### src/rtl/irq_pkg.sv
package irq_pkg;
  localparam int unsigned IRQ_NSRC = 15;

  typedef enum logic {
    DRV_OPEN_DRAIN = 1'b0,
    DRV_EDGE_HIGH  = 1'b1
  } drv_mode_e;
endpackage

### src/rtl/irq_flag_bank.sv
module irq_flag_bank #(
  parameter int unsigned NSRC = irq_pkg::IRQ_NSRC
) (
  input  logic            clk,
  input  logic            rst,
  input  logic [NSRC-1:0] evt,
  input  logic            clr_wr,
  input  logic [NSRC-1:0] clr_data,
  output logic [NSRC-1:0] flags
);
  logic [NSRC-1:0] flags_q;
  logic [NSRC-1:0] clr_mask;

  assign clr_mask = clr_wr ? clr_data : '0;

  always_ff @(posedge clk) begin
    if (rst) flags_q <= '0;
    else     flags_q <= (flags_q & ~clr_mask) | evt;
  end

  assign flags = flags_q;


  set_wins_chk: assert property (@(posedge clk) disable iff (rst)
    (|evt) |=> ((flags_q & $past(evt)) == $past(evt)));


  clr_only_written_chk: assert property (@(posedge clk) disable iff (rst)
    clr_wr |=> ((flags_q & $past(clr_data & ~evt)) == '0));
endmodule

### src/rtl/irq_suppress.sv
module irq_suppress #(
  parameter int unsigned          NSRC      = irq_pkg::IRQ_NSRC,
  parameter logic [NSRC-1:0]      ENA_STYLE = NSRC'(5'h1F)
) (
  input  logic            clk,
  input  logic            rst,
  input  logic            ctl_wr,
  input  logic [NSRC-1:0] ctl_data,
  output logic [NSRC-1:0] ctl,
  output logic [NSRC-1:0] allow
);
  logic [NSRC-1:0] ctl_q;

  always_ff @(posedge clk) begin
    if (rst)         ctl_q <= '0;
    else if (ctl_wr) ctl_q <= ctl_data;
  end

  assign ctl = ctl_q;

  for (genvar i = 0; i < NSRC; i++) begin : g_src
    if (ENA_STYLE[i]) begin : g_enable
      assign allow[i] = ctl_q[i];
    end else begin : g_mask
      assign allow[i] = ~ctl_q[i];
    end
  end
endmodule

### src/rtl/irq_pin_drive.sv
module irq_pin_drive
  import irq_pkg::*;
(
  input  logic clk,
  input  logic rst,
  input  logic req,
  input  logic edge_mode,
  output logic summary,
  output logic pin_oe,
  output logic pin_do
);
  drv_mode_e mode;
  logic sum_q, oe_q, do_q;

  assign mode = drv_mode_e'(edge_mode);

  always_ff @(posedge clk) begin
    if (rst) begin
      sum_q <= 1'b0;
      oe_q  <= 1'b0;
      do_q  <= 1'b0;
    end else begin
      sum_q <= req;
      case (mode)
        DRV_EDGE_HIGH: begin
          oe_q <= 1'b1;
          do_q <= req & ~sum_q;
        end
        default: begin
          oe_q <= req;
          do_q <= 1'b0;
        end
      endcase
    end
  end

  assign summary = sum_q;
  assign pin_oe  = oe_q & ~rst;
  assign pin_do  = do_q;


  edge_pulse_on_rise_chk: assert property (@(posedge clk) disable iff (rst)
    do_q |-> (sum_q && !$past(sum_q)));


  level_follows_req_chk: assert property (@(posedge clk) disable iff (rst)
    !edge_mode |=> (!do_q && oe_q == sum_q));
endmodule

### src/rtl/irq_combiner.sv
module irq_combiner #(
  parameter int unsigned     NSRC      = irq_pkg::IRQ_NSRC,
  parameter logic [NSRC-1:0] ENA_STYLE = NSRC'(5'h1F)
) (
  input  logic            clk,
  input  logic            rst,
  input  logic [NSRC-1:0] evt_i,
  input  logic            clr_wr_i,
  input  logic [NSRC-1:0] clr_data_i,
  input  logic            ctl_wr_i,
  input  logic [NSRC-1:0] ctl_data_i,
  input  logic            edge_mode_i,
  output logic [NSRC-1:0] flags_o,
  output logic [NSRC-1:0] ctl_o,
  output logic            summary_o,
  output logic            irq_oe_o,
  output logic            irq_do_o
);
  logic [NSRC-1:0] flags, allow;
  logic            req;

  irq_flag_bank #(.NSRC(NSRC)) u_flags (
    .clk(clk), .rst(rst), .evt(evt_i), .clr_wr(clr_wr_i),
    .clr_data(clr_data_i), .flags(flags)
  );

  irq_suppress #(.NSRC(NSRC), .ENA_STYLE(ENA_STYLE)) u_supp (
    .clk(clk), .rst(rst), .ctl_wr(ctl_wr_i), .ctl_data(ctl_data_i),
    .ctl(ctl_o), .allow(allow)
  );

  assign req = |(flags & allow);

  irq_pin_drive u_pin (
    .clk(clk), .rst(rst), .req(req), .edge_mode(edge_mode_i),
    .summary(summary_o), .pin_oe(irq_oe_o), .pin_do(irq_do_o)
  );

  assign flags_o = flags;


  reset_clears_chk: assert property (@(posedge clk)
    rst |=> (flags_o == '0 && ctl_o == '0 && !summary_o && !irq_do_o));
endmodule

### config.mk
export PLATFORM = sky130hd
export DESIGN_NAME = irq_combiner
export DESIGN_NICKNAME = d
export VERILOG_FILES = /design/src/rtl/irq_pkg.sv /design/src/rtl/irq_flag_bank.sv /design/src/rtl/irq_suppress.sv /design/src/rtl/irq_pin_drive.sv /design/src/rtl/irq_combiner.sv
export SDC_FILE = /design/constraint.sdc
export NUM_CORES = 1
export LEC_CHECK = 0
export BUFFER_PORTS_ARGS = -buffer_cell sky130_fd_sc_hd__buf_2
export CORE_ASPECT_RATIO = 0.9
export CORE_MARGIN = 3
export CORE_UTILIZATION = 41
export CTS_BUF_LIST = sky130_fd_sc_hd__clkbuf_16
export DETAILED_ROUTE_END_ITERATION = 10
export PLACE_DENSITY = 0.8
export SLEW_MARGIN = 20
export SYNTH_ARGS = -nofsm -noshare
export SYNTH_HDL_FRONTEND = slang
export SYNTH_SLANG_ARGS = --single-unit
### constraint.sdc
create_clock -name clk -period 1.6 [get_ports clk]
set_input_delay 0.32 -clock clk [delete_from_list [all_inputs] [get_ports clk]]
set_output_delay 0.32 -clock clk [all_outputs]
set_load 0.05 [all_outputs]
==> flow_metrics.tcl <==
set metrics [dict create \
    post_cts_buffers 0 \
    clock.fmax_mhz 763.4 \
    final_hold_viol_count 0 \
    yosys.cell_types.count 18 \
    cts.sinks 33 \
    gp_congestion 0.7233 \
    max_stage_delay_ns 0.31 \
    cp_slowest_cell "dfxtp_1" \
    worstSetupEndpointType "output port" \
    synth_edf_count 0 \
    r2r-start "u_flags.flags[3]" \
    htreeDepth 2 \
    synth-simple-area-share 0.1560 \
    r2r_setup_slack_ns 0.40 \
    hold_path_end "u_flags.flags[10]" \
    worstPathArrival_ns 0.99 \
    firstDrtPassIters 4 \
    yosys-top-cells-area "dfxtp_1, mux2i_1, nor2_1" \
    synth-seq-cells 33 \
    synthAdderAreaFrac 0 \
    pwr-share-seq 0.414 \
    p_leak_uw 0.0009623 \
    slew_viol_final 0 \
    clkPwrFrac 0.388 \
    grt_pass1_vias 1169 \
    m1WireLength_mm 1.361 \
    worst-slew-pin-transition_ns 0.4763 \
    slew_headroom 0.6825 \
    holdCritStartpoint "evt_i[10]" \
    ctsLongestPathBuffers 2 \
    drc 0 \
    syn-cell-area_mm2 0.001251 \
    ff2ff_path_depth 4 \
    met3_length_um 367 \
    cts_tree "done" \
    path_clk_slew_ns 0.05 \
    fin_tns_setup_ns 0 \
    p_int_uw 1569 \
    power.switching_uw 651.7 \
    grt-ovfl-total 0 \
    whs_path_depth 3 \
    synth.most_common_cell "dfxtp_1" \
    maxCapViolations 0 \
    min_path_type "primary input to flop" \
    root_buffer "clkbuf_16" \
    critPathBufInv 1 \
    die_x_um 64.23 \
    synth_top_family_by_area "simple AND/OR/NAND/NOR gates" \
    top_layer_used "met4" \
    synth-xor-area-share 0 \
    status "finished, final reports clean" \
    synthToLayoutAreaGrowth_pct 45.30 \
    yosys-top-cells-count "dfxtp_1, nor2_1, nand2_1, a21oi_1, mux2i_1" \
    ir_worst_vdd_mv 0.7360 \
    combPwrFrac 0.198 \
    r2r_end "u_pin.oe_q" \
    synth_largest_area_cell "dfxtp_1" \
    antenna_found_initial 0 \
    cts_resized 0 \
    die_height_um 58.41 \
    fp.coreArea_mm2 0.002838 \
    postSynth.asyncResetShare 0 \
    grt_pass1_wl_mm 5.119 \
    vias 1241 \
    hpwl_mm 2.453 \
    ant_nets 0 \
    layout-drive-gt1-share 0.4152 \
    power.share.switching 0.2935 \
    grt_usage 0.1839 \
    start_util 0.4409 \
    synth_top_area_frac 0.5280 \
    wl_per_cell_um 12.29 \
    nNetsFinal 274 \
    syn-num-nets 191 \
    synth-main-ff-cell "dfxtp_1" \
    path_cells "nor2b_1 -> buf_2" \
    finalWorstSetupSlack_ns 0.2900 \
    ys_seq_area_frac 0.5280 \
    drt-total-wl_mm 3.245 \
    path_class "flop to output port" \
    n_antenna_cell 0 \
    critPathLaunchType "flop" \
    numPortBuffers 82 \
    setup_viol 0 \
    post_drt_via_cell_ratio 4.701 \
    cts_hold_buf 0 \
    syn_area_per_cell_um2 8.874 \
    cts_made_buffers 5 \
    fin_crit_sh 0.8188 \
    power_density_mw_per_mm2 1221 \
    clock_latency_ns 0.27 \
    dr_wl_met2_mm 1.443 \
    crit_fanout 1 \
    critical_path.top_delay_family "flip-flops" \
    pin_count 83 \
    worst_ep_required_time_ns 1.28 \
    rows 18 \
    synth-compound-area-share 0.1360 \
    place_ws_ns 0.3639 \
    die_area_mm2 0.003751 \
    syn_inst 141 \
    period_needed_ns 1.310 \
    first_iter_violations 25 \
    rsz0062_at_grt "no" \
    grt_max_degree 21 \
    finalClockSkew_ns 0.001908 \
    yosys-mux-area-fraction 0.1200 \
    yosysWarnings 0 \
]
==> cells by family after synthesis <==
family / Yosys count
muxes: 15
and+or+nand+nor: 49
AOI/OAI and AO/OA: 26
DFF: 33
buffers and inverters: 18
==> cell usage in the layout, fill, tap and decap left out, types with 2 or more instances in the layout <==
master,instances
o22ai_1,3
mux2i_1,15
a21oi_1,16
nor2_1,30
o21ai_0,2
clkbuf_16,5
inv_1,12
dfxtp_1,33
nand2_1,17
buf_2,82
==> power groups by stage <==
stage	clock network, µW	registers, µW	logic (µW)
2_1_floorplan	0	1110	126
3_3_place_gp	0	933	437
3_5_place_dp	0	934	443
4_1_cts	876	919	444
5_1_grt	910	926	471
6_report	862	919	439
==> worst max-delay path by stage <==
| stage | startpoint | slack (ns) | endpoint | depth (start not counted) |
|---|---|---|---|---|
| floorplan | rst | 0.10 | irq_oe_o | 2 |
| global placement | rst | 0.37 | irq_oe_o | 3 |
| detailed placement | rst | 0.36 | irq_oe_o | 3 |
| CTS | u_pin.oe_q | 0.28 | irq_oe_o | 2 |
| global route | u_pin.oe_q | 0.25 | irq_oe_o | 2 |
| finish | u_pin.oe_q | 0.29 | irq_oe_o | 2 |
==> metrics by stage <==
step | total power [µW] | util | std cells | hold slack (ns) | instance area (µm²)
3_5_place_dp | 1377 | 0.5939 | 257 | 0.4197 | 1685
2_1_floorplan | 1238 | - | 141 | 0.4374 | 1251
6_report | 2220 | 0.6407 | 264 | 0.2534 | 1818
4_1_cts | 2239 | 0.6407 | 264 | 0.2491 | 1818
3_3_place_gp | 1370 | 0.5939 | 257 | 0.4171 | 1685
5_1_grt | 2308 | 0.6407 | 264 | 0.2608 | 1818
==> area by class of cell <==
class,instances,area [µm²]
clock buffer,5,125.1
tap,40,50.05
timing repair buffer,83,417.9
clock inverter,2,7.507
multi-input combinational,90,515.5
fill,263,1020
inverter,11,41.29
sequential,33,660.6
==> routing by layer <==
| layer | global-route usage | vias up |
|---|---|---|
| met5 | 0 | - |
| met4 | 0.1084 | 0 |
| met3 | 0.06107 | 7 |
| met2 | 0.2946 | 66 |
| met1 | 0.2167 | 543 |
| li1 | - | 625 |
==> state kept, by name, indices dropped and copies added, names as in the netlist <==
register / count
u_pin.pin_do: 1
u_flags.flags: 15
u_supp.ctl: 15
u_pin.oe_q: 1
u_pin.summary: 1
==> worst register-to-register path, cell delays in order (launching register included) <==
cell and delay [ns]:
dfxtp_1 0.33, a22oi_2 0.20, o221ai_2 0.11, a211oi_2 0.30
a31oi_1 0.12
Note: power is estimated with default switching activity, not from simulation.
